`config.mk`:
```
export PLATFORM = sky130hd
export DESIGN_NAME = rect_copy_engine
export DESIGN_NICKNAME = d
export VERILOG_FILES = /design/src/rtl/rect_copy_pkg.sv /design/src/rtl/rect_copy_ctrl.sv /design/src/rtl/rect_copy_dp.sv /design/src/rtl/rect_copy_engine.sv
export SDC_FILE = /design/constraint.sdc
export NUM_CORES = 1
export LEC_CHECK = 0
export BUFFER_PORTS_ARGS = -buffer_cell sky130_fd_sc_hd__buf_2
export CAP_MARGIN = 30
export CORE_ASPECT_RATIO = 1.25
export CORE_UTILIZATION = 58
export CTS_CLUSTER_SIZE = 12
export DETAILED_ROUTE_END_ITERATION = 6
export PLACE_DENSITY = 0.84
export SYNTH_ARGS = -nofsm -noshare
export SYNTH_HDL_FRONTEND = slang
export SYNTH_SLANG_ARGS = --single-unit
```
`constraint.sdc`:
```
create_clock -name clk -period 5.9 [get_ports clk]
set_input_delay 0.885 -clock clk [delete_from_list [all_inputs] [get_ports clk]]
set_output_delay 0.885 -clock clk [all_outputs]
set_load 0.01 [all_outputs]
```
`src/rtl/rect_copy_pkg.sv`:
```
package rect_copy_pkg;

  // Sequencer phase for one 32-bit word (two pixels)
  typedef enum logic [1:0] {
    PH_IDLE = 2'd0,
    PH_LO   = 2'd1,
    PH_HI   = 2'd2,
    PH_OUT  = 2'd3
  } phase_e;

  // Strobes from the sequencer to the word datapath
  typedef struct packed {
    logic loadWord;  // latch an incoming write word
    logic selHi;     // present the upper pixel on the write bus
    logic capLo;     // capture the first returned pixel
    logic capHi;     // assemble and emit the read word
    logic zeroHi;    // no second pixel was fetched for this word
  } dp_ctl_t;

endpackage

```
`src/rtl/rect_copy_ctrl.sv`:
```
module rect_copy_ctrl
  import rect_copy_pkg::*;
#(
  parameter int XW = 10,
  parameter int YW = 9
) (
  input  logic            clk,
  input  logic            rstN,
  input  logic            startValid,
  input  logic            startIsRead,
  input  logic [31:0]     posWord,
  input  logic [31:0]     sizeWord,
  input  logic            dataValid,
  output logic            dataReady,
  output logic            memEn,
  output logic            memWe,
  output logic [XW+YW-1:0] memAddr,
  output dp_ctl_t         dpCtl,
  output logic            busy,
  output logic            imgReady,
  output logic            done,
  output logic            anomaly
);

  localparam int Y_LSB = 16;
  localparam logic [XW-1:0] X_ONE = 1;
  localparam logic [YW-1:0] Y_ONE = 1;
  localparam logic [XW:0]   W_ONE = 1;
  localparam logic [YW:0]   H_ONE = 1;

  logic [XW-1:0] xOrg, colOff;
  logic [YW-1:0] rowCur;
  logic [XW:0]   widthQ;
  logic [YW:0]   rowsLeft;
  logic          readMode, hiIssued;
  phase_e        phase;

  wire unusedPorts = ^{posWord, sizeWord};

  // Size decode: minus one, mask to field width, plus one
  logic [XW-1:0] wM1;
  logic [YW-1:0] hM1;
  logic [XW:0]   widthDec;
  logic [YW:0]   heightDec;
  assign wM1       = sizeWord[XW-1:0] - X_ONE;
  assign hM1       = sizeWord[Y_LSB +: YW] - Y_ONE;
  assign widthDec  = {1'b0, wM1} + W_ONE;
  assign heightDec = {1'b0, hM1} + H_ONE;

  logic active, accept, accessNow, lastCol;
  assign active    = (rowsLeft != '0);
  assign dataReady = (phase == PH_IDLE) && active;
  assign accept    = dataReady && dataValid && !startValid;
  assign accessNow = (phase == PH_LO) || ((phase == PH_HI) && active);
  assign lastCol   = (({1'b0, colOff} + W_ONE) == widthQ);

  assign memEn   = accessNow;
  assign memWe   = accessNow && !readMode;
  assign memAddr = {rowCur, xOrg + colOff};
  assign busy    = active || (phase != PH_IDLE);

  always_comb begin
    dpCtl          = '0;
    dpCtl.loadWord = accept && !readMode;
    dpCtl.selHi    = (phase == PH_HI);
    dpCtl.capLo    = (phase == PH_HI) && readMode;
    dpCtl.capHi    = (phase == PH_OUT);
    dpCtl.zeroHi   = !hiIssued;
  end

  always_ff @(posedge clk or negedge rstN) begin
    if (!rstN) begin
      xOrg     <= '0;
      colOff   <= '0;
      rowCur   <= '0;
      widthQ   <= '0;
      rowsLeft <= '0;
      readMode <= 1'b0;
      hiIssued <= 1'b0;
      phase    <= PH_IDLE;
      imgReady <= 1'b0;
      done     <= 1'b0;
      anomaly  <= 1'b0;
    end else begin
      done    <= 1'b0;
      anomaly <= 1'b0;
      if (startValid) begin
        xOrg     <= posWord[XW-1:0];
        rowCur   <= posWord[Y_LSB +: YW];
        widthQ   <= widthDec;
        rowsLeft <= heightDec;
        colOff   <= '0;
        readMode <= startIsRead;
        imgReady <= startIsRead;
        hiIssued <= 1'b0;
        phase    <= PH_IDLE;
        anomaly  <= busy;
      end else begin
        case (phase)
          PH_IDLE: if (accept) phase <= PH_LO;
          PH_LO:   phase <= PH_HI;
          PH_HI: begin
            hiIssued <= active;
            phase    <= readMode ? PH_OUT : PH_IDLE;
          end
          PH_OUT:  phase <= PH_IDLE;
          default: phase <= PH_IDLE;
        endcase
        if (accessNow) begin
          if (lastCol) begin
            colOff   <= '0;
            rowCur   <= rowCur + Y_ONE;
            rowsLeft <= rowsLeft - H_ONE;
            if (rowsLeft == H_ONE) begin
              imgReady <= 1'b0;
              done     <= 1'b1;
            end
          end else begin
            colOff <= colOff + X_ONE;
          end
        end
      end
    end
  end

  // remaining rows only shrink between starts
  p_rows_monotone_r3: assert property (@(posedge clk) disable iff (!rstN)
    !$past(startValid) |-> (rowsLeft <= $past(rowsLeft)));

  // image-ready only rises from a read start
  p_img_rise_r9: assert property (@(posedge clk) disable iff (!rstN)
    $rose(imgReady) |-> $past(startValid && startIsRead));

  // completion leaves the port closed and image-ready low
  p_done_quiet_r10: assert property (@(posedge clk) disable iff (!rstN)
    done |-> (!dataReady && !imgReady));

  // anomaly is always caused by a start strobe
  p_anom_cause_r11: assert property (@(posedge clk) disable iff (!rstN)
    anomaly |-> $past(startValid));

endmodule

```
`src/rtl/rect_copy_dp.sv`:
```
module rect_copy_dp
  import rect_copy_pkg::*;
(
  input  logic        clk,
  input  logic        rstN,
  input  dp_ctl_t     dpCtl,
  input  logic [31:0] dataIn,
  input  logic [15:0] memRdata,
  output logic [15:0] memWdata,
  output logic [31:0] rdData,
  output logic        rdValid
);

  logic [31:0] wordReg;
  logic [15:0] loReg;

  assign memWdata = dpCtl.selHi ? wordReg[31:16] : wordReg[15:0];

  always_ff @(posedge clk or negedge rstN) begin
    if (!rstN) begin
      wordReg <= '0;
      loReg   <= '0;
      rdData  <= '0;
      rdValid <= 1'b0;
    end else begin
      rdValid <= dpCtl.capHi;
      if (dpCtl.loadWord) wordReg <= dataIn;
      if (dpCtl.capLo)    loReg   <= memRdata;
      if (dpCtl.capHi)    rdData  <= {dpCtl.zeroHi ? 16'h0000 : memRdata, loReg};
    end
  end

  // each read word is announced for a single cycle
  p_rdvalid_gap_r7: assert property (@(posedge clk) disable iff (!rstN)
    rdValid |=> !rdValid);

  // the upper pixel is assembled right after the lower one is taken
  p_cap_order_r7: assert property (@(posedge clk) disable iff (!rstN)
    dpCtl.capHi |-> $past(dpCtl.capLo));

endmodule

```
`src/rtl/rect_copy_engine.sv`:
```
module rect_copy_engine
  import rect_copy_pkg::*;
#(
  parameter int XW = 10,
  parameter int YW = 9
) (
  input  logic             clk,
  input  logic             rstN,
  input  logic             startValid,
  input  logic             startIsRead,
  input  logic [31:0]      posWord,
  input  logic [31:0]      sizeWord,
  input  logic             dataValid,
  input  logic [31:0]      dataIn,
  output logic             dataReady,
  output logic             rdValid,
  output logic [31:0]      rdData,
  output logic             memEn,
  output logic             memWe,
  output logic [XW+YW-1:0] memAddr,
  output logic [15:0]      memWdata,
  input  logic [15:0]      memRdata,
  output logic             busy,
  output logic             imgReady,
  output logic             done,
  output logic             anomaly
);

  dp_ctl_t dpCtl;

  rect_copy_ctrl #(.XW(XW), .YW(YW)) ctrl_i (
    .clk(clk), .rstN(rstN),
    .startValid(startValid), .startIsRead(startIsRead),
    .posWord(posWord), .sizeWord(sizeWord),
    .dataValid(dataValid), .dataReady(dataReady),
    .memEn(memEn), .memWe(memWe), .memAddr(memAddr),
    .dpCtl(dpCtl), .busy(busy), .imgReady(imgReady),
    .done(done), .anomaly(anomaly)
  );

  rect_copy_dp dp_i (
    .clk(clk), .rstN(rstN), .dpCtl(dpCtl),
    .dataIn(dataIn), .memRdata(memRdata), .memWdata(memWdata),
    .rdData(rdData), .rdValid(rdValid)
  );

endmodule

```
==> reports/qor.csv, run 1 <==
stage;metric;value;unit
die;Die Span Y;129;µm
die;total die area;13400;µm²
sta;unrepaired setup endpoints after global routing;no;
sta;final setup violation count;0;
setup_path;slowest CP cell;a2111oi_0;
hold_path;min-delay worst type;reg2reg;
flow_run;Max Cap Viol;0;
hold_path;hold endpoint;dp_i.rdData[24];
clock_network;CTS sink count;138;
synth;Synth Area in Simple Gates;18.7;%
synth;Synth area leaders;dfrtp_1, mux2_2, nand2_1;
synth;syn_area_per_cell;10.1;µm²
setup_path;Crit path top cell by count;a21oi_1;
setup_path;R2R cell count;7;
global_route;GR Overflow Total;0;
sta;setup TNS;0;ns
cells_and_area;nets;1030;
synth;Ys Warns;0;
synth;sequential-to-total area share from yosys stat;45.9;%
detailed_routing;via/cell ratio;5.63;
cells_and_area;Antenna Cells;0;
setup_path;Data required, critical path;5.02;ns
synth;Synth Area in Adders;3.26;%
sta;Tightest Pin Transition;0.806;ns
clock_network;Reg clk slew, reported paths;0.06;ns
sta;Final Worst Setup Slack;2.01;ns
die;Core ar.;12700;µm²
setup_path;critical path type;reg2out;
synth;multiplexer share of the synthesized area;13.0;%
detailed_routing;via count;6051;
clock_network;later-pin clock latency in the skew report;0.42;ns
global_route;largest net degree at the start of global routing;91;
clock_network;CTS tree;yes;
sta;worst rel slew slack;46.1;%
cells_and_area;area growth from synthesis to layout;20.0;%
detailed_routing;drt drc;0;
placement;placed insts;1043;
synth;Mapped Area;7520;µm²
clock_network;root cell of the clock tree;clkbuf_16;
detailed_routing;drt initial violations;316;
sta;Final Hold Viols;0;
clock_network;CTS H-tree lvls;4;
clock_network;CTS max path bufs;2;
placement;routability cong.;0.869;
sta;Final min period;3.89;ns
setup_path;critical path endpoint category;output pin;
hold_path;Hold Startpoint;dp_i.rdData[24];
clock_network;CTS Buf Count;17;
detailed_routing;DR WL/cell;15.5;µm
synth;prevailing post-synth register cell;dfrtp_1;
outcome;status;finished, final reports clean;
synth;Yosys cell types;63;
placement;PortBufs;165;
setup_path;CP arrival;3.01;ns
synth;Post-Synth XOR/XNOR Area;6.06;%
global_route;vias in the first global route;5647;
setup_path;worst-path cell chain;ha_1, a21o_1, a21oi_1, o21bai_1, a2111oi_0, o31ai_1, a21oi_1, xnor2_1, buf_2;
detailed_routing;router iterations before antenna repair;5;
detailed_routing;Final ANT Viol Nets;0;
detailed_routing;WL final;16700;µm
setup_path;Worst setup SP type;flop;
placement;pre-CTS setup slack;2.46;ns
sta;Max Fclk;0.257;GHz
power_and_ir_drop;Leak;4.17;nW
synth;largest family of logic cells by synthesized area;simple AND/OR/NAND/NOR gates;
clock_network;postcts setup bufs;0;
synth;leading area contributor after synthesis;dfrtp_1;
setup_path;Critical path buffers and inverters;1;
power_and_ir_drop;P per Cell Area;340;nW/µm²
setup_path;worst r2r src;ctrl_i.rowsLeft[5];
cells_and_area;Final Non-Filler Cells;1075;
synth;Commonest cells post-synth;dfrtp_1, nand2_1, mux2_2, nor2_1, o21ai_0;
cells_and_area;share of layout cells above drive strength 1;33.3;%
synth;async set-reset flop share out of synthesis;100;%
die;IO Pins;192;
die;Starting Density;59.4;%
synth;Synth top area share;45.9;%
clock_network;# hold bufs at CTS;0;
setup_path;max incr delay on CP;0.59;ns
cells_and_area;fillers;948;
sta;clk_skew;0.00977;ns
synth;Syn Inst Count;743;
global_route;first-pass GRT wire length;26900;µm
setup_path;R2R Setup Slk;2.91;ns
setup_path;reg2reg end;ctrl_i.rowsLeft[1];
setup_path;CP max FO;7;
setup_path;Largest delay share family, worst path;compound AO/OA/AOI/OAI gates;
hold_path;worst hold stages;2;
sta;Pins Over Slew Limit;0;
synth;top-count cell post-synth;dfrtp_1;
sta;Tcrit/Tclk final;66.0;%
synth;post-synth net total;879;
global_route;GRT Total Usage;25.1;%
die;row cnt;46;
synth;Synth Area in Compound Gates;9.92;%
global_route;initial antenna violation count;0;
synth;FF+latch count, synth;138;
placement;hpwl dp;11600;µm
die;Die W;104;µm
power_and_ir_drop;VDD IR-drop max;0.181;mV
clock_network;post_cts resized;0;
synth;Post-synth EDFFs;0;
-- cell families (layout without fill, tap and decap cells) --
| family | Yosys count | in the layout |
|---|---|---|
| compound gates | 118 | 118 |
| xor+xnor | 52 | 52 |
| fa+ha+maj | 19 | 19 |
| buf+inv | 55 | 219 |
| flops | 138 | 138 |
| mux | 87 | 87 |
| simple gates | 274 | 274 |
-- worst max-delay path by stage --
stage / from / to / slack [ns] / cells past startpoint
floorplan: ctrl_i.colOff[1] / memAddr[9] / 2.84 / 8
global placement: ctrl_i.colOff[1] / memAddr[9] / 2.49 / 9
detailed placement: ctrl_i.colOff[1] / memAddr[9] / 2.46 / 9
CTS: ctrl_i.colOff[1] / memAddr[9] / 1.98 / 9
global route: ctrl_i.colOff[1] / memAddr[9] / 1.81 / 9
finish: ctrl_i.colOff[1] / memAddr[9] / 2.01 / 9
-- area by class of cell --
type | count | area [µm²] | share of cell area, %
clock buffer | 19 | 443 | 4.91
clock inverter | 13 | 146 | 1.62
inverter | 17 | 63.8 | 0.708
multi-input combinational | 550 | 3830 | 42.5
sequential | 138 | 3450 | 38.3
tap | 168 | 210 | 2.33
timing repair buffer | 170 | 870 | 9.64
-- worst register-to-register path, stage by stage, from the launching register on --
cell	delay, ns
dfrtp_1	0.40
nor3_1	0.48
and4_1	0.40
o21a_1	0.64
inv_1	0.29
nand4_4	0.27
mux2i_1	0.11
mux2_2	0.27
-- state kept, by name, summed over array words and instances (netlist names), 2 cells and up --
name             cells
ctrl_i.colOff       10
ctrl_i.phase         2
ctrl_i.rowCur        9
ctrl_i.rowsLeft     10
ctrl_i.widthQ       11
ctrl_i.xOrg         10
dp_i.loReg          16
dp_i.rdData         32
dp_i.wordReg        32
-- metrics by stage --
| step | power [mW] | instance area [µm²] | utilization, % | hold slack (ns) |
|---|---|---|---|---|
| final | 3.07 | 9020 | 71.2 | 0.475 |
| after global routing | 3.23 | 9020 | 71.2 | 0.495 |
| after CTS | 3.10 | 9020 | 71.2 | 0.479 |
| after detailed placement | 2.04 | 8430 | 66.6 | 0.466 |
| after global placement | 1.99 | 8430 | 66.6 | 0.455 |
| after floorplan | 1.74 | 7520 | - | 0.464 |
-- layer usage --
layer	share of wire [%]	global-route usage (%)	up-vias
met3	4.7	5.38	31
met5	0	0	-
met2	51	43.3	198
met1	42	30.7	2897
met4	2.7	11.1	0
li1	-	-	2925
-- where the power goes --
| part | internal (mW) | switching [mW] |
|---|---|---|
| clock network | 0.636 | 0.408 |
| logic | 0.349 | 0.361 |
| registers | 1.18 | 0.136 |
-- cell usage in the layout, fill, tap and decap left out, types with 5 or more instances in the layout --
cell and count:
buf_4 5, or3_1 11, a22oi_1 12, clkinv_4 6, nand4_1 7, mux2_2 82
a21o_1 5, a21oi_1 22, nor2b_1 9, nand3_1 19, buf_2 164, a31oi_1 9
inv_1 16, nor4_1 6, clkbuf_16 17, nand2b_1 9, o21ai_0 41, or4_1 9
ha_1 18, dfrtp_1 138, xnor2_1 33, nor3_1 11, xor2_1 19, nand2_1 119
nor2_1 44
No activity file was read; power rests on OpenSTA's default activity.
==> run 2: changes to the inputs <==
--- a/config.mk
+++ b/config.mk
@@ -8,10 +8,10 @@
 export BUFFER_PORTS_ARGS = -buffer_cell sky130_fd_sc_hd__buf_2
 export CAP_MARGIN = 30
 export CORE_ASPECT_RATIO = 1.25
-export CORE_UTILIZATION = 58
+export CORE_UTILIZATION = 49
 export CTS_CLUSTER_SIZE = 12
 export DETAILED_ROUTE_END_ITERATION = 6
-export PLACE_DENSITY = 0.84
+export PLACE_DENSITY = 0.76
 export SYNTH_ARGS = -nofsm -noshare
 export SYNTH_HDL_FRONTEND = slang
 export SYNTH_SLANG_ARGS = --single-unit
==> constraint.sdc (replaced) <==
create_clock -name clk -period 3.3 [get_ports clk]
set_input_delay 0.495 -clock clk [delete_from_list [all_inputs] [get_ports clk]]
set_output_delay 0.495 -clock clk [all_outputs]
set_load 0.01 [all_outputs]
==> run 2 against run 1 <==
  * Clock skew rose by 0.0032 ns
  * Highest routed layer unchanged
  * Critical endpoint unchanged
  * Count of clock-buffer cells in the layout rose by 1
  * Worst hold slack got worse by 0.18 ns
  * Register-to-register slack got worse by 2.5 ns
==> reports/qor.csv, run 2 (synthesized netlist as in run 1, its figures left out) <==
stage;metric;value;unit
placement;hpwl dp;11800;µm
power_and_ir_drop;internal power;3.89;mW
placement;routability cong.;0.865;
sta;Pins Over Slew Limit;0;
clock_network;CTS H-tree lvls;4;
clock_network;root cell of the clock tree;clkbuf_16;
clock_network;CTS tree;yes;
detailed_routing;DR WL/cell;15.0;µm
outcome;status;finished, final reports clean;
power_and_ir_drop;Clock Power Share;33.7;%
detailed_routing;router iterations before antenna repair;4;
die;Die Span Y;140;µm
sta;Tcrit/Tclk final;95.6;%
cells_and_area;final core occ;61.1;%
setup_path;Data required, critical path;2.80;ns
detailed_routing;drt initial violations;495;
cells_and_area;nets;1040;
global_route;vias in the first global route;5914;
cells_and_area;biggest regs;dp_i.rdData: 32 flops, dp_i.wordReg: 32 flops, dp_i.loReg: 16 flops;
sta;Tightest Pin Transition;0.841;ns
clock_network;later-pin clock latency in the skew report;0.40;ns
power_and_ir_drop;Leak;4.21;nW
detailed_routing;WL final;16500;µm
detailed_routing;drt drc;0;
die;Starting Density;50.3;%
global_route;largest net degree at the start of global routing;111;
sta;Final Hold Viols;0;
power_and_ir_drop;P per Cell Area;597;nW/µm²
die;IO Pins;192;
sta;final setup violation count;0;
power_and_ir_drop;total power;5.45;mW
flow_run;Max Cap Viol;0;
sta;Final min period;3.15;ns
detailed_routing;via/cell ratio;5.46;
die;row cnt;50;
cells_and_area;area growth from synthesis to layout;21.5;%
sta;setup TNS;0;ns
cells_and_area;commonest non-fill, non-tap cell in the layout;buf_2;
setup_path;critical path type;reg2out;
hold_path;min-delay worst type;in2reg;
detailed_routing;via count;5999;
clock_network;CTS max path bufs;2;
global_route;GR Overflow Total;0;
clock_network;CTS Buf Count;17;
sta;worst rel slew slack;43.8;%
setup_path;CP arrival;2.66;ns
clock_network;postcts setup bufs;0;
cells_and_area;Post-Layout Inst Area;9130;µm²
placement;area post-placement;8500;µm²
global_route;GRT Total Usage;21.5;%
sta;Max Fclk;0.317;GHz
setup_path;critical path endpoint category;output pin;
detailed_routing;Final ANT Viol Nets;0;
power_and_ir_drop;logic gate share of total power;23.5;%
cells_and_area;most frequent cells in the layout;buf_2, dfrtp_1, nand2_1;
setup_path;Worst setup SP type;flop;
setup_path;CP max FO;3;
power_and_ir_drop;switching pwr;1.56;mW
power_and_ir_drop;VDD IR-drop max;0.330;mV
clock_network;CTS sink count;138;
power_and_ir_drop;Sw Ratio;28.7;%
cells_and_area;share of layout cells above drive strength 1;34.1;%
cells_and_area;Antenna Cells;0;
clock_network;Reg clk slew, reported paths;0.06;ns
die;Core ar.;15000;µm²
cells_and_area;fillers;1275;
placement;PortBufs;165;
die;Die W;113;µm
global_route;first-pass GRT wire length;27600;µm
power_and_ir_drop;Sequential Power Share;42.8;%
die;total die area;15800;µm²
global_route;initial antenna violation count;0;
sta;clk_skew;0.0129;ns
## run 2: stage by stage
step / setup WS (ns) / hold slack [ns] / cells
global route: -0.00929 / 0.288 / 1098
CTS: 0.0108 / 0.269 / 1096
floorplan: 0.625 / 0.199 / 743
finish: 0.146 / 0.295 / 1098
detailed placement: 0.379 / 0.465 / 1065
global placement: 0.362 / 0.457 / 1065
## run 2: path summary, 6_finish.rpt
check	start	endpoint	slack (ns)	cells after the start
worst max-delay path	ctrl_i.xOrg[1]	memAddr[9]	0.15	9
worst min register to register	dp_i.rdData[25]	dp_i.rdData[25]	0.47	2
worst max register to register	ctrl_i.colOff[1]	ctrl_i.rowsLeft[4]	0.46	9
max in group asynchronous	rstN	dp_i.wordReg[10]	1.87	4
min in group asynchronous	rstN	ctrl_i.widthQ[0]	0.47	2
worst min-delay path	posWord[17]	ctrl_i.rowCur[1]	0.30	3
## run 2: critical path, cell delays in order, from the launching register on
cell and delay [ns]:
dfrtp_1 0.41, ha_1 0.28, a21o_1 0.18, a21oi_1 0.22, o21bai_1 0.14, a2111oi_2 0.40, o31ai_1 0.14, a21oi_1 0.19
xnor2_1 0.13, buf_2 0.16
## run 2: power by group through the flow
stage,logic (mW),clock network [mW],registers (mW)
after floorplan,0.713,0,2.40
after global placement,1.24,0,2.34
after detailed placement,1.28,0,2.36
after CTS,1.29,1.87,2.33
after global routing,1.42,1.95,2.39
final,1.28,1.84,2.33
## run 2: cell type report
class,count,area [µm²],area share (%)
multi-input cells,550,3840,42.0
flip-flops and latches,138,3450,37.8
well taps,182,228,2.49
inverters,17,63.8,0.699
clock buffers,20,457,5.00
repair buffers,180,967,10.6
clock inverters,11,123,1.34
## run 2: layer usage
| metal | part of all wire, % | routed length [µm] | global-route usage, % | vias up |
|---|---|---|---|---|
| li1 | - | - | - | 2931 |
| met1 | 42 | 6970 | 26.8 | 2873 |
| met2 | 51 | 8370 | 37.0 | 163 |
| met3 | 4.0 | 653 | 3.25 | 32 |
| met4 | 2.8 | 468 | 9.47 | 0 |
| met5 | 0 | 0 | 0 | - |
## run 2: what timing repair did
| action | CTS | global route |
|---|---|---|
| endpoints found under the setup margin | 1 | 2 |
| resized for setup | 1 | 2 |
| hold buffers | 0 | 1 |
| endpoints found under the hold margin | 0 | 8 |
| pin swaps | 0 | 1 |
==> run 3: changes to the inputs <==
--- a/config.mk
+++ b/config.mk
@@ -7,8 +7,8 @@
 export LEC_CHECK = 0
 export BUFFER_PORTS_ARGS = -buffer_cell sky130_fd_sc_hd__buf_2
 export CAP_MARGIN = 30
-export CORE_ASPECT_RATIO = 1.25
 export CORE_UTILIZATION = 49
+export CTS_CLUSTER_DIAMETER = 80
 export CTS_CLUSTER_SIZE = 12
 export DETAILED_ROUTE_END_ITERATION = 6
 export PLACE_DENSITY = 0.76
==> run 3 against run 2 <==
  * The flow now finishes with violations (design-rule violations)
  * Critical endpoint is now memAddr[8]
  * Sequential share of layout area is essentially flat
  * Clock power increased by 4%
  * Final cell count down 0.27%
  * Clock skew is 0.0052 ns lower
  * Setup slack better by 0.024 ns
  * Utilization up 0.80 points
  * Sequential power about the same
  * Via count shrank 0.75%
  * Wire length fell by 0.50%
==> reports/qor.csv, run 3 (synthesized netlist as in run 1, its figures left out) <==
stage;metric;value;unit
sta;Tightest Pin Transition;0.840;ns
clock_network;root cell of the clock tree;clkbuf_16;
clock_network;CTS tree;yes;
setup_path;critical path endpoint category;output pin;
flow_run;Max Cap Viol;0;
hold_path;min-delay worst type;in2async;
die;Starting Density;50.9;%
outcome;failing checks;design-rule violations;
setup_path;Data required, critical path;2.80;ns
clock_network;CTS sink count;138;
power_and_ir_drop;Sequential Power Share;42.3;%
detailed_routing;Final ANT Viol Nets;0;
power_and_ir_drop;switching pwr;1.53;mW
sta;final setup violation count;0;
clock_network;CTS max path bufs;2;
global_route;initial antenna violation count;0;
detailed_routing;router iterations before antenna repair;7;
die;IO Pins;192;
global_route;GRT Total Usage;21.7;%
die;Die Span Y;126;µm
clock_network;Reg clk slew, reported paths;0.05;ns
placement;PortBufs;165;
setup_path;Worst setup SP type;flop;
power_and_ir_drop;Leak;4.21;nW
detailed_routing;drt drc;1;
clock_network;later-pin clock latency in the skew report;0.41;ns
cells_and_area;share of layout cells above drive strength 1;34.1;%
setup_path;CP max FO;8;
clock_network;CTS Buf Count;17;
power_and_ir_drop;logic gate share of total power;23.0;%
die;Die W;126;µm
cells_and_area;Final Non-Filler Cells;1095;
outcome;status;complete, but fails checks;
clock_network;CTS H-tree lvls;4;
die;Core ar.;14800;µm²
cells_and_area;nets;1036;
clock_network;postcts setup bufs;0;
cells_and_area;area growth from synthesis to layout;21.4;%
cells_and_area;final core occ;61.9;%
setup_path;worst-path cell chain;ha_1, fa_1, a21oi_1, nor2_1, nor2_2, o21bai_1, a21oi_2, o21ai_0, xor2_1, buf_2;
cells_and_area;Post-Layout Inst Area;9130;µm²
placement;routability cong.;0.847;
sta;Max Fclk;0.319;GHz
global_route;GR Overflow Total;0;
power_and_ir_drop;P per Cell Area;606;nW/µm²
power_and_ir_drop;internal power;4.00;mW
setup_path;CP arrival;2.63;ns
detailed_routing;via/cell ratio;5.44;
detailed_routing;via count;5954;
die;row cnt;44;
sta;clk_skew;0.00768;ns
sta;unrepaired setup endpoints after global routing;no;
sta;Tcrit/Tclk final;94.8;%
global_route;largest net degree at the start of global routing;74;
placement;hpwl dp;11600;µm
setup_path;critical path type;reg2out;
power_and_ir_drop;Clock Power Share;34.7;%
sta;final hold slack;0.101;ns
detailed_routing;WL final;16400;µm
placement;pre-CTS setup slack;0.337;ns
sta;Final Worst Setup Slack;0.170;ns
power_and_ir_drop;total power;5.53;mW
setup_path;slowest CP cell;dfrtp_2;
setup_path;max incr delay on CP;0.47;ns
detailed_routing;drt initial violations;406;
power_and_ir_drop;VDD IR-drop max;0.360;mV
sta;Final Hold Viols;0;
cells_and_area;Antenna Cells;0;
placement;area post-placement;8500;µm²
placement;placed insts;1065;
die;total die area;15800;µm²
cells_and_area;most frequent cells in the layout;buf_2, dfrtp_1, nand2_1;
cells_and_area;commonest non-fill, non-tap cell in the layout;buf_2;
power_and_ir_drop;Sw Ratio;27.7;%
clock_network;# hold bufs at CTS;0;
detailed_routing;DR WL/cell;15.0;µm
cells_and_area;biggest regs;dp_i.rdData: 32 flops, dp_i.wordReg: 32 flops, dp_i.loReg: 16 flops;
global_route;first-pass GRT wire length;27500;µm
setup_path;R2R cell count;9;
sta;setup TNS;0;ns
global_route;vias in the first global route;5696;
sta;Pins Over Slew Limit;0;
sta;worst rel slew slack;43.9;%
sta;Final min period;3.13;ns
[run 3: critical path, delay by kind of cell (launching register included)]
family          cells  cell delay, ns
fa+ha+maj           2            0.68
compound gates      4            0.56
flops               1            0.47
simple gates        2            0.19
buf+inv             1            0.17
xor+xnor            1            0.14
[run 3: worst paths after layout]
check | from | to | slack (ns)
min in group clk | posWord[16] | ctrl_i.rowCur[0] | 0.30
min | rstN | dp_i.wordReg[23] | 0.10
min reg2reg | dp_i.rdData[26] | dp_i.rdData[26] | 0.47
max in group asynchronous | rstN | ctrl_i.colOff[0] | 2.40
max reg2reg | ctrl_i.colOff[1] | ctrl_i.rowsLeft[4] | 0.51
max | ctrl_i.colOff[0] | memAddr[8] | 0.17
[run 3: power by group through the flow]
stage	combinational, mW	sequential (mW)	clock (mW)
6_report	1.27	2.34	1.92
5_1_grt	1.41	2.39	2.04
4_1_cts	1.29	2.34	1.96
3_5_place_dp	1.28	2.37	0
3_3_place_gp	1.25	2.34	0
2_1_floorplan	0.713	2.40	0
[run 3: what timing repair did]
action | in CTS | in global routing
pin swaps | 0 | 1
gates cloned | 0 | 0
gates resized for setup | 2 | 5
endpoints found under the setup margin | 1 | 3
[run 3: cell type report]
type | count | area (µm²)
clock buffers | 23 | 488
clock inverters | 7 | 115
fillers | 1238 | 5630
inverters | 17 | 63.8
multi-input cells | 550 | 3850
flip-flops and latches | 138 | 3460
well taps | 184 | 230
repair buffers | 176 | 927
[run 3: per-layer routing]
layer	vias to the layer above	track usage, %	share of wire [%]
met2	162	36.4	48
li1	2937	-	-
met4	0	7.30	2.1
met1	2827	28.2	45
met5	-	0	0
met3	28	4.42	4.6
